===== src/rtl/audio_fifo_pkg.sv =====
package audio_fifo_pkg;

  localparam int SAMPLE_W = 32;
  localparam int ADDR_W   = 3;

  typedef enum logic [ADDR_W-1:0] {
    REG_CTRL    = 3'd0,
    REG_STATUS  = 3'd1,
    REG_MCLKDIV = 3'd2,
    REG_PLAY    = 3'd3,
    REG_REC     = 3'd4
  } reg_addr_e;

  // flag vector index; status / clear bit is FLAG_BASE + index
  localparam int FLAG_PLAY_OVF = 0;
  localparam int FLAG_PLAY_UNF = 1;
  localparam int FLAG_REC_OVF  = 2;
  localparam int FLAG_REC_UNF  = 3;
  localparam int FLAG_BASE     = 4;
  localparam int NUM_FLAGS     = 4;

  localparam int PLAY_LVL_LSB = 8;
  localparam int REC_LVL_LSB  = 16;

endpackage


===== src/rtl/audio_sync_fifo.sv =====
module audio_sync_fifo #(
  parameter int W     = 32,
  parameter int DEPTH = 16,
  localparam int AW   = $clog2(DEPTH)
) (
  input  logic          clk,
  input  logic          rst,
  input  logic          flush,
  input  logic          push,
  input  logic [W-1:0]  din,
  input  logic          pop,
  output logic [W-1:0]  dout,
  output logic [AW:0]   level,
  output logic          full,
  output logic          empty
);

  logic [W-1:0]  mem [DEPTH];
  logic [AW-1:0] wp, rp;
  logic [AW:0]   cnt;
  logic          push_ok, pop_ok;

  assign full    = (cnt == (AW+1)'(DEPTH));
  assign empty   = (cnt == '0);
  assign level   = cnt;
  assign push_ok = push && !full && !flush;
  assign pop_ok  = pop && !empty && !flush;

  // storage without reset so a block RAM can be inferred
  always_ff @(posedge clk) begin
    if (push_ok) mem[wp] <= din;
  end

  always_ff @(posedge clk) begin
    if (pop_ok) dout <= mem[rp];
  end

  always_ff @(posedge clk) begin
    if (rst || flush) begin
      wp  <= '0;
      rp  <= '0;
      cnt <= '0;
    end else begin
      if (push_ok) wp <= wp + 1'b1;
      if (pop_ok)  rp <= rp + 1'b1;
      case ({push_ok, pop_ok})
        2'b10:   cnt <= cnt + 1'b1;
        2'b01:   cnt <= cnt - 1'b1;
        default: cnt <= cnt;
      endcase
    end
  end

  AST_LEVEL_BOUND: assert property (@(posedge clk) disable iff (rst)
    level <= (AW+1)'(DEPTH));

  AST_FULL_DROP: assert property (@(posedge clk) disable iff (rst)
    push && full && !pop && !flush |=> level == $past(level));

endmodule


===== src/rtl/audio_mclk_div.sv =====
module audio_mclk_div #(
  parameter int DIV_W = 5,
  localparam int CW   = DIV_W + 1
) (
  input  logic             clk,
  input  logic             rst,
  input  logic [DIV_W-1:0] div,
  output logic             mclk_o,
  output logic             tick_o
);

  logic [CW-1:0] cnt, n_lat;
  logic [CW-1:0] cnt_nx, n_nx, hi_nx;
  logic          wrap;

  always_comb begin
    wrap   = (cnt == n_lat - 1'b1);
    cnt_nx = wrap ? '0 : cnt + 1'b1;
    // divisor is latched only at a period boundary
    n_nx   = wrap ? ({1'b0, div} + CW'(2)) : n_lat;
    hi_nx  = CW'((n_nx + 1'b1) >> 1);
  end

  always_ff @(posedge clk) begin
    if (rst) begin
      cnt    <= '0;
      n_lat  <= CW'(2);
      mclk_o <= 1'b0;
      tick_o <= 1'b0;
    end else begin
      cnt    <= cnt_nx;
      n_lat  <= n_nx;
      mclk_o <= (cnt_nx < hi_nx);
      tick_o <= (cnt_nx == '0);
    end
  end

  AST_TICK_RISE: assert property (@(posedge clk) disable iff (rst)
    tick_o |-> $rose(mclk_o));

endmodule


===== src/rtl/audio_codec_serdes.sv =====
module audio_codec_serdes #(
  parameter int W         = 32,
  parameter int FRAME_LEN = 256,
  localparam int FCW      = $clog2(FRAME_LEN),
  localparam int SLOT     = FRAME_LEN / W,
  localparam int SB       = $clog2(SLOT)
) (
  input  logic         clk,
  input  logic         rst,
  input  logic         tick,
  input  logic         play_en,
  input  logic         rec_en,
  input  logic         play_empty,
  input  logic [W-1:0] play_word,
  output logic         play_pop,
  output logic         underrun_o,
  output logic         rec_push_o,
  output logic [W-1:0] rec_word_o,
  output logic         lrck_o,
  output logic         bclk_o,
  output logic         sdo_o,
  input  logic         sdi_i
);

  logic [FCW-1:0] fcnt;
  logic [W-1:0]   hold, tx_sr, rx_sr;
  logic           pop_q, rec_pend, rec_armed;
  logic           fetch, frame_end, shift_ev, samp_ev;

  always_comb begin
    fetch     = tick && (fcnt == FCW'(FRAME_LEN - 2));
    frame_end = tick && (fcnt == FCW'(FRAME_LEN - 1));
    shift_ev  = tick && (fcnt[SB-1:0] == SB'(SLOT - 1)) && !frame_end;
    samp_ev   = tick && (fcnt[SB-1:0] == SB'(SLOT/2 - 1));
    play_pop  = fetch && play_en && !play_empty;
  end

  always_ff @(posedge clk) begin
    if (rst) begin
      fcnt       <= '0;
      hold       <= '0;
      tx_sr      <= '0;
      rx_sr      <= '0;
      pop_q      <= 1'b0;
      rec_pend   <= 1'b0;
      rec_armed  <= 1'b0;
      underrun_o <= 1'b0;
      rec_push_o <= 1'b0;
      rec_word_o <= '0;
      lrck_o     <= 1'b1;
      bclk_o     <= 1'b0;
    end else begin
      pop_q      <= play_pop;
      underrun_o <= fetch && play_en && play_empty;
      rec_push_o <= frame_end && rec_armed && rec_en;
      if (frame_end) rec_word_o <= rx_sr;

      if (fetch) begin
        hold     <= '0;
        rec_pend <= rec_en;
      end else if (pop_q) begin
        hold <= play_word;
      end

      if (samp_ev) rx_sr <= {rx_sr[W-2:0], sdi_i};

      if (frame_end) begin
        tx_sr     <= hold;
        rec_armed <= rec_pend;
      end else if (shift_ev) begin
        tx_sr <= {tx_sr[W-2:0], 1'b0};
      end

      if (tick) begin
        fcnt   <= fcnt + 1'b1;
        lrck_o <= ((fcnt + 1'b1) < FCW'(FRAME_LEN / 2));
        bclk_o <= (fcnt[SB-1:0] + 1'b1) >= SB'(SLOT / 2);
      end
    end
  end

  assign sdo_o = tx_sr[W-1];

  AST_LRCK_HOLD: assert property (@(posedge clk) disable iff (rst)
    !tick |=> $stable(lrck_o));

endmodule


===== src/rtl/audio_fifo_ctrl.sv =====
module audio_fifo_ctrl
  import audio_fifo_pkg::*;
#(
  parameter int DEPTH     = 16,
  parameter int DIV_W     = 5,
  parameter int FRAME_LEN = 256,
  localparam int LW       = $clog2(DEPTH) + 1
) (
  input  logic                clk,
  input  logic                rst,
  input  logic                bus_wr,
  input  logic                bus_rd,
  input  logic [ADDR_W-1:0]   bus_addr,
  input  logic [SAMPLE_W-1:0] bus_wdata,
  output logic [SAMPLE_W-1:0] bus_rdata,
  output logic                play_dreq,
  output logic                rec_dreq,
  output logic                mclk_o,
  output logic                lrck_o,
  output logic                bclk_o,
  output logic                sdo_o,
  input  logic                sdi_i
);

  logic                 play_en, rec_en;
  logic [NUM_FLAGS-1:0] flags, flag_set, flag_clr;
  logic [DIV_W-1:0]     div_q;
  logic                 wr_ctrl, wr_play, rd_rec;
  logic                 play_flush, rec_flush;
  logic                 play_full, play_empty, rec_full, rec_empty;
  logic [LW-1:0]        play_lvl, rec_lvl;
  logic [SAMPLE_W-1:0]  play_dout, rec_dout, rec_word, reg_q;
  logic                 play_pop, underrun, rec_push, tick;
  logic                 rec_sel_q, rec_void_q;

  assign wr_ctrl    = bus_wr && (bus_addr == REG_CTRL);
  assign wr_play    = bus_wr && (bus_addr == REG_PLAY);
  assign rd_rec     = bus_rd && (bus_addr == REG_REC);
  assign play_flush = wr_ctrl && play_en && !bus_wdata[0];
  assign rec_flush  = wr_ctrl && rec_en && !bus_wdata[1];

  always_comb begin
    flag_set = '0;
    flag_set[FLAG_PLAY_OVF] = wr_play && play_full;
    flag_set[FLAG_PLAY_UNF] = underrun;
    flag_set[FLAG_REC_OVF]  = rec_push && rec_full;
    flag_set[FLAG_REC_UNF]  = rd_rec && rec_empty;
    flag_clr = wr_ctrl ? bus_wdata[FLAG_BASE +: NUM_FLAGS] : '0;
  end

  always_ff @(posedge clk) begin
    if (rst) begin
      play_en   <= 1'b0;
      rec_en    <= 1'b0;
      flags     <= '0;
      div_q     <= '0;
      play_dreq <= 1'b0;
      rec_dreq  <= 1'b0;
    end else begin
      if (wr_ctrl) begin
        play_en <= bus_wdata[0];
        rec_en  <= bus_wdata[1];
      end
      if (bus_wr && (bus_addr == REG_MCLKDIV)) div_q <= bus_wdata[DIV_W-1:0];
      // a new event wins over a clear in the same cycle
      flags     <= (flags & ~flag_clr) | flag_set;
      play_dreq <= play_en && (play_lvl <= LW'(DEPTH / 2));
      rec_dreq  <= rec_en && (rec_lvl >= LW'(DEPTH / 2));
    end
  end

  always_ff @(posedge clk) begin
    if (rst) begin
      reg_q      <= '0;
      rec_sel_q  <= 1'b0;
      rec_void_q <= 1'b0;
    end else begin
      rec_sel_q  <= rd_rec;
      rec_void_q <= rd_rec && rec_empty;
      if (bus_rd) begin
        reg_q <= '0;
        case (bus_addr)
          REG_CTRL:    reg_q[1:0] <= {rec_en, play_en};
          REG_STATUS: begin
            reg_q[0] <= play_en;
            reg_q[1] <= rec_en;
            reg_q[FLAG_BASE +: NUM_FLAGS] <= flags;
            reg_q[PLAY_LVL_LSB +: LW]     <= play_lvl;
            reg_q[REC_LVL_LSB +: LW]      <= rec_lvl;
          end
          REG_MCLKDIV: reg_q[DIV_W-1:0] <= div_q;
          default:     reg_q <= '0;
        endcase
      end
    end
  end

  assign bus_rdata = rec_sel_q ? (rec_void_q ? '0 : rec_dout) : reg_q;

  audio_sync_fifo #(.W(SAMPLE_W), .DEPTH(DEPTH)) u_play_fifo (
    .clk(clk), .rst(rst), .flush(play_flush),
    .push(wr_play), .din(bus_wdata),
    .pop(play_pop), .dout(play_dout),
    .level(play_lvl), .full(play_full), .empty(play_empty)
  );

  audio_sync_fifo #(.W(SAMPLE_W), .DEPTH(DEPTH)) u_rec_fifo (
    .clk(clk), .rst(rst), .flush(rec_flush),
    .push(rec_push), .din(rec_word),
    .pop(rd_rec), .dout(rec_dout),
    .level(rec_lvl), .full(rec_full), .empty(rec_empty)
  );

  audio_mclk_div #(.DIV_W(DIV_W)) u_mclk (
    .clk(clk), .rst(rst), .div(div_q), .mclk_o(mclk_o), .tick_o(tick)
  );

  audio_codec_serdes #(.W(SAMPLE_W), .FRAME_LEN(FRAME_LEN)) u_serdes (
    .clk(clk), .rst(rst), .tick(tick),
    .play_en(play_en), .rec_en(rec_en),
    .play_empty(play_empty), .play_word(play_dout), .play_pop(play_pop),
    .underrun_o(underrun), .rec_push_o(rec_push), .rec_word_o(rec_word),
    .lrck_o(lrck_o), .bclk_o(bclk_o), .sdo_o(sdo_o), .sdi_i(sdi_i)
  );

  AST_FLAG_STICKY: assert property (@(posedge clk) disable iff (rst)
    flags[FLAG_PLAY_UNF] && !(wr_ctrl && bus_wdata[FLAG_BASE + FLAG_PLAY_UNF])
      |=> flags[FLAG_PLAY_UNF]);

  AST_PLAY_REQ_OFF: assert property (@(posedge clk) disable iff (rst)
    !play_en |=> !play_dreq);

endmodule


===== config.mk =====
export PLATFORM = sky130hd
export DESIGN_NAME = audio_fifo_ctrl
export DESIGN_NICKNAME = d
export VERILOG_FILES = /design/src/rtl/audio_fifo_pkg.sv /design/src/rtl/audio_sync_fifo.sv /design/src/rtl/audio_mclk_div.sv /design/src/rtl/audio_codec_serdes.sv /design/src/rtl/audio_fifo_ctrl.sv
export SDC_FILE = /design/constraint.sdc
export NUM_CORES = 1
export LEC_CHECK = 0
export CELL_PAD_IN_SITES_DETAIL_PLACEMENT = 1
export CELL_PAD_IN_SITES_GLOBAL_PLACEMENT = 2
export CORE_MARGIN = 8
export CORE_UTILIZATION = 51
export CTS_BUF_LIST = sky130_fd_sc_hd__clkbuf_8
export DETAILED_ROUTE_END_ITERATION = 10
export GPL_ROUTABILITY_DRIVEN = 0
export PLACE_DENSITY_LB_ADDON = 0.2
export SLEW_MARGIN = 40
export SYNTH_ARGS = -nofsm -noshare
export SYNTH_HDL_FRONTEND = slang
export SYNTH_SLANG_ARGS = --single-unit

===== constraint.sdc =====
create_clock -name clk -period 5.9 [get_ports clk]
set_clock_uncertainty 0.1 [all_clocks]
set_input_delay 1.18 -clock clk [delete_from_list [all_inputs] [get_ports clk]]
set_output_delay 1.18 -clock clk [all_outputs]
set_load 0.02 [all_outputs]

==> Word level (Yosys, flattened, before mapping) <==
Memory sizes are Yosys's and may differ from the RTL's. A register that Yosys moved wholly into a read port is not among the register bits.
Index checks and enable logic that the tools add are counted.
{ "word_totals": {"regBits": 216, "latchBits": 0, "ramBits": 1024, "rom_bits": 0, "in_bits": 40, "out_inout_bits": 38, "word_cells": 139, "n_memories": 2} }
{ "mem_list": {"columns": ["name", "words", "word_bits", "rd", "rd_clocked_by_memory_dff", "write_ports", "line", "source"], "rows": [
  ["u_play_fifo.mem", 16, 32, 1, 1, 1, "audio_sync_fifo.sv:18", "logic [W-1:0] mem [DEPTH];"],
  ["u_rec_fifo.mem", 16, 32, 1, 1, 1, "audio_sync_fifo.sv:18", null]
]} }
{ "op_classes": {"n_addsub": 14, "multipliers": 0, "div": 0, "order_cmp": 5, "n_eq_ne": 15, "shift": 0, "muxes": 18, "bitwise": 3, "reduce_logical": 51} }
{ "op_table": {"columns": ["operator", "count"], "rows": [
  ["two-way mux 32 bit", 4],
  ["logical AND 1 bit", 31],
  ["case mux 5 bit (2 select lines)", 2],
  ["adder 4 x 1 -> 4 bit (second input constant)", 4],
  ["== test 8 bit (second input constant)", 2],
  ["adder 6 x 1 -> 6 bit (second input constant)", 2],
  ["two-way mux 6 bit", 2],
  ["adder 5 x 1 -> 5 bit (second input constant)", 2],
  ["== test 5 bit (second input constant)", 2],
  ["zero test 5 bit", 2],
  ["subtractor 5 x 1 -> 5 bit (second input constant)", 2],
  ["== test 3 x 2 -> 1 bit (second input constant)", 3],
  ["zero test 1 bit", 9],
  ["adder 8 x 1 -> 8 bit (second input constant)", 1],
  ["less-than comparator 8 bit (second input constant)", 1],
  ["two-way mux 8 bit", 1],
  ["adder 5 x 2 -> 6 bit (second input constant)", 1],
  ["== test 3 bit (second input constant)", 2],
  ["== test 6 bit", 1],
  ["zero test 6 bit", 1],
  ["less-than comparator 6 x 5 -> 1 bit", 1],
  ["nonzero test 2 bit", 3],
  ["subtractor 6 x 1 -> 6 bit (second input constant)", 1],
  ["greater-or-equal comparator 5 x 4 -> 1 bit (second input constant)", 1],
  ["18 further kinds", 25]
]} }

==> Depth between registers and ports, before layout <==
Gate-level depths: netlist (run 1).
{ "depth": {"word_depth": 8, "ltp_mapped": 16, "depth_no_buf": 16} }

==> Hierarchy <==
From an unflattened synthesis (run 1), not the netlist that was laid out.
{ "hier_totals": {"hier_cells": 2843, "area_unflattened_um2": 50205.7} }
{ "by_module_without_submodules": {"columns": ["module", "instances", "cells_each", "area_each_um2", "seq_area_each_um2"], "rows": [
  ["audio_sync_fifo", 2, 930, 20970.1, 16595.9],
  ["audio_codec_serdes", 1, 649, 5510.3, 2842.7],
  ["audio_fifo_ctrl", 1, 207, 1626.6, 660.6],
  ["audio_mclk_div", 1, 127, 1128.6, 280.3]
]} }

==> Worst setup path before layout (run 1) <==
No wires, ideal clock.
{ "synth_timing": {"path_type": "input -> register", "start": "input port bus_addr[0]", "end": "register u_rec_fifo.cnt[4] (netlist: u_rec_fifo.level[4])", "setup_ns": 0.070, "t_arrival_ns": 5.245, "required_time_ns": 5.730, "slack_ns": 0.485, "cell_stages": 11, "n_path_buf": 1, "path_cell_list": "clkbuf_1 nand4bb_1 a21oi_1 ha_1 inv_1 fa_1 nor2b_1 o21ai_1 and3_1 or4_1 a21oi_1"} }
{ "synth_via": {"elab_chain_cells": 8, "elab_cells_between_ends": 15, "classes_between": "eq/ne: 3; mux: 1; reduce/logical: 11"} }
{ "synth_lines": {"columns": ["element", "line", "source"], "rows": [
  ["start, declared", "audio_fifo_ctrl.sv:13", "input logic [ADDR_W-1:0] bus_addr,"],
  ["zero test 3 bit", "audio_fifo_ctrl.sv:36", "assign wr_ctrl = bus_wr && (bus_addr == REG_CTRL);"],
  ["logical AND 1 bit", "audio_fifo_ctrl.sv:36", null],
  ["logical AND 1 bit (2 in a row)", "audio_fifo_ctrl.sv:40", "assign rec_flush = wr_ctrl && rec_en && !bus_wdata[1];"],
  ["zero test 1 bit", "audio_sync_fifo.sv:27", "assign pop_ok = pop && !empty && !flush;"],
  ["logical AND 1 bit *", "audio_sync_fifo.sv:27", null],
  ["named net u_rec_fifo.pop_ok", "audio_sync_fifo.sv:21", "logic push_ok, pop_ok;"],
  ["== test 2 x 1 -> 1 bit or == test 2 bit (tied branches)", "audio_sync_fifo.sv:46", "case ({push_ok, pop_ok})"],
  ["case mux 5 bit (2 select lines) or nonzero test 2 bit (tied branches)", null, null],
  ["end signal, assigned", "audio_sync_fifo.sv:47", "2'b10: cnt <= cnt + 1'b1;"],
  ["end signal, assigned", "audio_sync_fifo.sv:48", "2'b01: cnt <= cnt - 1'b1;"],
  ["end signal, assigned", "audio_sync_fifo.sv:49", "default: cnt <= cnt;"],
  ["end, declared", "audio_sync_fifo.sv:20", "logic [AW:0] cnt;"]
]} }
Mark *: on every way through the listed nets, which the timed path passes. The rest lies on a longest branch.
A chain may end at the register's enable or synchronous reset.

==> Worst setup path in the final report (run 1) <==
{ "layout_timing": {"start": "register rec_sel_q", "end": "output port bus_rdata[20]"} }
{ "layout_via": {"elab_chain_cells": 1} }
{ "layout_lines": {"columns": ["element", "line", "source"], "rows": [
  ["start, declared", "audio_fifo_ctrl.sv:34", "logic rec_sel_q, rec_void_q;"],
  ["start signal, assigned", "audio_fifo_ctrl.sv:78", "rec_sel_q <= rd_rec;"],
  ["two-way mux 32 bit", "audio_fifo_ctrl.sv:98", "assign bus_rdata = rec_sel_q ? (rec_void_q ? '0 : rec_dout) : reg_q;"],
  ["end, declared", "audio_fifo_ctrl.sv:15", "output logic [SAMPLE_W-1:0] bus_rdata,"]
]} }
No other way between the ends.

==> flow_metrics.py, run 1 <==
metrics = {
    "status": {
        "status": "complete, no violations",
    },
    "global_route": {
        "track_usage_pct": 21.72,
        "grt_pass1_vias": 27290,
        "grt.met3_usage_pct": 4.572,
        "grt_max_degree": 101,
        "use_met1_pct": 27.65,
        "grt_first_pass_wirelength_um": 175200,
        "grt_busiest_layer": "met2",
        "antenna_found_initial": 4,
        "grtUsageMet2_pct": 37.90,
        "gr-total-overflow": 0,
    },
    "clocking": {
        "cts_setup_buffers": 0,
        "cts_max_path_buffers": 3,
        "hold_buffers": 0,
        "clkTransAtPathRegs_ps": 60,
        "post_cts_resized": 0,
        "cts_buffers": 205,
        "cts_tree": "yes",
        "cts_num_sinks": 1303,
        "cts_max_level": 4,
        "clk_latency_ps": 870,
        "cts-root-buf": "clkbuf_8",
    },
    "timing": {
        "worst_slew_pin_slew_ps": 853.3,
        "setup_violations": 0,
        "tns_ps": 0,
        "fin_crit_ps": 4394,
        "relSlewSlack_pct": 42.94,
        "fin_crit_sh_pct": 74.48,
        "rsz0062_at_grt": "no",
        "final_max_slew_viol_count": 0,
        "fmax_ghz": 0.2276,
        "hold_viol_final": 0,
    },
    "power_and_ir_drop": {
        "vdd_ir_drop_max_v": 0.0002223,
        "power_frac_comb_pct": 2.6,
        "p_leak_nw": 17.83,
        "power_frac_seq_pct": 56.5,
        "power_density_nw_per_um2": 311.7,
        "p_int_mw": 13.73,
        "power_frac_clock_pct": 40.9,
        "p_switching_mw": 3.904,
        "switching_share_pct": 22.13,
    },
    "critical_path": {
        "crit_chain": "nor2b_2 -> buf_4 -> nand2_1 -> o21ai_0 -> clkdlybuf4s50_1",
        "slowest_delay_ps": 690,
        "crit_type": "flop to primary output",
        "cp-start-kind": "flop",
        "end_kind": "primary output",
        "crit_arrival_ps": 3110,
        "worstPathRequired_ps": 4620,
        "r2r_cells": 15,
        "critPathMaxFanout": 32,
        "slowest_stage": "clkdlybuf4s50_1",
    },
    "place": {
        "placed_area_um2": 52580,
        "portBuffers": 77,
        "dp_hpwl_um": 71580,
    },
    "floorplanning": {
        "rows": 115,
        "initial_core_util_pct": 51.14,
        "pin_count": 78,
        "dieArea_um2": 108200,
        "core_area_um2": 97700,
        "die_w_um": 329,
        "die_h_um": 329,
    },
    "synth": {
        "ys_ff_latch": 1303,
        "yosysTopAreaCell": "edfxtp_1",
        "synth_top_area_share_pct": 65.39,
        "ys_top_cells_by_count": "edfxtp_1 (1,088), mux4_2 (320), dfxtp_1 (215), nand2_1 (215), nor2_1 (162)",
        "synth-async-reset-ratio_pct": 0,
        "avgSynthCellArea_um2": 18.72,
        "syn-num-nets": 2741,
        "synth_warnings": 0,
        "yosysSeqAreaShare_pct": 74.00,
        "synth_edf_count": 1088,
        "syn-cell-area_um2": 49960,
        "synthMostInstantiatedCell": "edfxtp_1",
        "ys_types": 63,
        "syn-instance-count": 2669,
        "synth_flop_cell": "edfxtp_1",
        "synth.area.top_cells": "edfxtp_1 (65%), mux4_2 (14%), dfxtp_1 (8.6%)",
    },
    "finish": {
        "nets": 2949,
        "ff_latch_area_um2": 37000,
        "multi_input_area_um2": 12310,
        "final_cell_area_um2": 56580,
        "area_growth_pct": 13.24,
        "drive_gt1_share_pct": 23.81,
        "fillCellCount": 8596,
    },
    "hold_path": {
        "whs_path_depth": 2,
        "holdCritPathClass": "flop to flop",
    },
    "detailed_routing": {
        "drc": 0,
        "vias_per_cell": 5.809,
        "ant_nets": 0,
        "routed_wirelength_um": 117200,
        "first_pass_iters": 6,
        "detail_route.wl_per_cell_um": 26.98,
        "first_iter_violations": 1950,
        "num_vias": 25240,
    },
    "run": {
        "maxCapViolCount": 0,
    },
}
metrics by stage:
stage	utilization, %	power (mW)	hold WS, ps	instances	worst slack [ps]
after floorplan	-	10.41	313.0	2669	484.9
after global placement	53.70	10.59	344.1	3948	1305
after detailed placement	53.81	10.61	356.4	3954	1317
after CTS	57.83	17.83	365.9	4341	1042
after global routing	57.91	18.23	383.1	4345	1354
final	57.91	17.64	349.6	4345	1506
layout by cell type (no fill, tap or decap), types with 47 or more instances in the layout:
cell type and instances:
clkbuf_8 213, clkinv_1 51, nor2_1 137, nand3_1 47, a21oi_1 92, inv_1 117
buf_4 64, edfxtp_1 1088, dfxtp_1 205, clkdlybuf4s50_1 75, mux4_2 320, nand2_1 214
sequential cells by signal (all words and copies together), names as in the netlist, 4 cells and up:
name,cells
div_q,5
flags,4
reg_q,18
u_mclk.cnt,6
u_mclk.n_lat,6
u_play_fifo.dout,32
u_play_fifo.level,5
u_play_fifo.mem,512
u_play_fifo.rp,4
u_play_fifo.wp,4
u_rec_fifo.dout,32
u_rec_fifo.level,5
u_rec_fifo.mem,512
u_rec_fifo.rp,4
u_rec_fifo.wp,4
u_serdes.fcnt,8
u_serdes.hold,32
u_serdes.rec_word_o,32
u_serdes.rx_sr,32
u_serdes.tx_sr,32
cell families (layout without fill, tap and decap cells):
kind of cell | Yosys count | in the layout | share of synthesized area, %
AND/OR/NAND/NOR | 529 | 529 | 4.663
other | 0 | 1 | 0
buffers and inverters | 202 | 590 | 1.906
flip-flops | 1303 | 1303 | 74.00
AO/OA/AOI/OAI | 197 | 197 | 2.547
adder cells (fa/ha/maj) | 33 | 33 | 0.8514
XOR/XNOR | 41 | 41 | 0.7187
multiplexers | 364 | 364 | 15.31
critical path, delay by kind of cell, from the launching register on:
family,cells,cell delay (ps)
compound gates,1,190
buf+inv,2,1080
flops,1,620
simple gates,2,340
power by group through the flow:
stage	registers (mW)	clock network, mW	logic [mW]
finish	9.96	7.22	0.455
global route	9.96	7.78	0.497
CTS	9.96	7.40	0.460
detailed placement	10.2	0	0.457
global placement	10.2	0	0.439
floorplan	10.1	0	0.272
path summary, 6_finish.rpt:
kind                            start  slack (ps)            end
setup reg to reg      u_mclk.n_lat[0]        1930  u_mclk.mclk_o
hold / removal    u_serdes.underrun_o         350       flags[1]
hold reg to reg   u_serdes.underrun_o         350       flags[1]
setup / recovery            rec_sel_q        1510  bus_rdata[20]
layer usage:
metal | part of all wire [%] | up-vias
li1 | - | 11020
met1 | 41 | 13370
met2 | 52 | 678
met3 | 5.0 | 170
met4 | 2.0 | 4
met5 | 0.023 | -
area by class of cell:
type                       instances  share of cell area [%]
inverter                          45                  0.2985
clock buffer                     213                   5.181
antenna                            1                0.004423
multi-input combinational       1164                   21.76
clock inverter                   174                   1.749
tap                             1287                   2.846
sequential                      1303                   65.40
timing repair buffer             158                   2.760
No activity file was read; power rests on OpenSTA's default activity.
==> run 2: changes to the inputs <==
--- a/config.mk
+++ b/config.mk
@@ -8,7 +8,7 @@
 export CELL_PAD_IN_SITES_DETAIL_PLACEMENT = 1
 export CELL_PAD_IN_SITES_GLOBAL_PLACEMENT = 2
 export CORE_MARGIN = 8
-export CORE_UTILIZATION = 51
+export CORE_UTILIZATION = 46
 export CTS_BUF_LIST = sky130_fd_sc_hd__clkbuf_8
 export DETAILED_ROUTE_END_ITERATION = 10
 export GPL_ROUTABILITY_DRIVEN = 0
==> constraint.sdc (replaced) <==
create_clock -name clk -period 3.8 [get_ports clk]
set_clock_uncertainty 0.1 [all_clocks]
set_input_delay 0.76 -clock clk [delete_from_list [all_inputs] [get_ports clk]]
set_output_delay 0.76 -clock clk [all_outputs]
set_load 0.02 [all_outputs]
==> run 2 against run 1 <==
  * Die area increased by 10%
  * Non-clock buffer count increased by 26
  * Final area up 1.6%
  * Largest power group unchanged
  * Largest cell class unchanged
  * Sequential power grew 56%
  * Total power grew 57%
  * Combinational power grew 68%
  * Clock power increased by 58%
  * Core utilization is 4.8 points lower
  * Sequential share of layout area decreased by 1.0 points
  * Via count increased by 0.54%
  * Wire length up 2.1%
==> flow_metrics.py, run 2 (synthesis results as in run 1) <==
metrics = {
    "finish": {
        "nets": 2981,
        "area_growth_pct": 15.07,
        "final_common_cell": "edfxtp_1",
        "mostFrequentLayoutCells": "edfxtp_1 (1,088), mux4_2 (320), clkbuf_8 (233)",
        "fillCellCount": 9710,
        "drive_gt1_share_pct": 25.16,
        "top_regs": "u_play_fifo.mem x512, u_rec_fifo.mem x512",
    },
    "detailed_routing": {
        "routed_wirelength_um": 119700,
        "num_vias": 25380,
        "vias_per_cell": 5.632,
        "drc": 0,
        "first_pass_iters": 5,
        "detail_route.wl_per_cell_um": 26.55,
        "ant_nets": 0,
        "first_iter_violations": 1940,
    },
    "power_and_ir_drop": {
        "p_switching_mw": 6.064,
        "p_int_mw": 21.61,
        "power_density_nw_per_um2": 481.3,
        "switching_share_pct": 21.91,
        "p_leak_nw": 18.14,
        "vdd_ir_drop_max_v": 0.0003015,
        "power_frac_comb_pct": 2.8,
        "power_frac_clock_pct": 41.4,
        "power_frac_seq_pct": 55.9,
    },
    "critical_path": {
        "slowest_delay_ps": 670,
        "cp-start-kind": "flop",
        "critPathMaxFanout": 27,
        "crit_arrival_ps": 2640,
        "worstPathRequired_ps": 2940,
        "path_buf_inv": 2,
        "slowest_stage": "clkdlybuf4s50_1",
        "crit_chain": "nor2b_2 -> buf_12 -> nand2_1 -> o21ai_0 -> clkdlybuf4s50_1",
        "crit_type": "flop to primary output",
        "end_kind": "primary output",
        "cp_top_family": "buffers and inverters",
    },
    "clocking": {
        "cts_num_sinks": 1303,
        "cts-root-buf": "clkbuf_8",
        "cts_buffers": 211,
        "clk_latency_ps": 880,
        "cts_tree": "yes",
        "hold_buffers": 0,
        "clkTransAtPathRegs_ps": 60,
        "cts_max_level": 4,
        "cts_max_path_buffers": 3,
    },
    "timing": {
        "hold_viol_final": 0,
        "final_max_slew_viol_count": 0,
        "fin_hold_ws_ps": 156.5,
        "fin_crit_sh_pct": 92.01,
        "setup_violations": 0,
        "setup_slack_ps": 303.6,
        "worst_slew_pin_slew_ps": 867.7,
        "fin_crit_ps": 3496,
        "relSlewSlack_pct": 41.97,
        "fmax_ghz": 0.2860,
    },
    "place": {
        "dp_hpwl_um": 70690,
        "place_ws_ps": -195.6,
        "portBuffers": 77,
    },
    "floorplanning": {
        "pin_count": 78,
        "die_w_um": 345.6,
        "dieArea_um2": 119400,
        "rows": 121,
        "core_area_um2": 108200,
        "initial_core_util_pct": 46.16,
        "die_h_um": 345.6,
    },
    "global_route": {
        "antenna_found_initial": 9,
        "grt_first_pass_wirelength_um": 179100,
        "grt_pass1_vias": 27560,
        "gr-total-overflow": 0,
        "grt_max_degree": 73,
        "track_usage_pct": 19.91,
    },
    "hold_path": {
        "holdCritPathClass": "input pin to flop",
    },
    "status": {
        "status": "complete, no violations",
    },
    "run": {
        "maxCapViolCount": 0,
    },
}
run 2: path summary, 6_finish.rpt:
kind	start	slack, ps	endpoint	cells past startpoint
max	rec_sel_q	300	bus_rdata[2]	5
max reg2reg	u_mclk.n_lat[3]	310	u_mclk.mclk_o	14
min	rst	160	u_serdes.tx_sr[22]	2
min reg2reg	u_serdes.rx_sr[23]	350	u_serdes.rx_sr[24]	2
run 2: power by group through the flow:
stage | Sequential [mW] | Clock, mW | Combinational (mW)
floorplan | 15.7 | 0 | 0.422
global placement | 15.8 | 0 | 0.706
detailed placement | 15.8 | 0 | 0.743
CTS | 15.5 | 11.8 | 0.748
global route | 15.5 | 12.3 | 0.842
finish | 15.5 | 11.4 | 0.763
run 2: metrics by stage:
stage               area (µm²)  total power [mW]  TNS (ps)  util [%]  std cells
floorplan                50030             16.17    -302.3         -       2669
global placement         53400             16.46    -345.9     49.33       4109
detailed placement       53410             16.50    -311.9     49.34       4109
CTS                      57440             28.00         0     53.06       4501
global route             57490             28.64    -17.46     53.11       4505
finish                   57490             27.67         0     53.11       4506
run 2: final cells by class:
type	count	area (µm²)	share of cell area (%)
Tap cell	1414	1769	3.077
Sequential cell	1303	37010	64.37
Multi-Input combinational cell	1164	12390	21.55
Timing Repair Buffer	184	2115	3.678
Inverter	45	168.9	0.2938
Clock buffer	233	3207	5.578
Clock inverter	159	825.8	1.436
Antenna cell	4	10.01	0.01741
run 2: repair_timing:
action,4_1_cts,5_1_grt
setup buffers,0,0
setup endpoints to repair,0,1
gates resized for setup,0,10
run 2: per-layer routing:
layer  up-vias  track usage (%)  wire length, µm
li1      11090                -                -
met2       661            33.80            60280
met3       222            4.034             5221
met4         2            6.461             3126
met5         -                0               13
met1     13410            25.77            51010
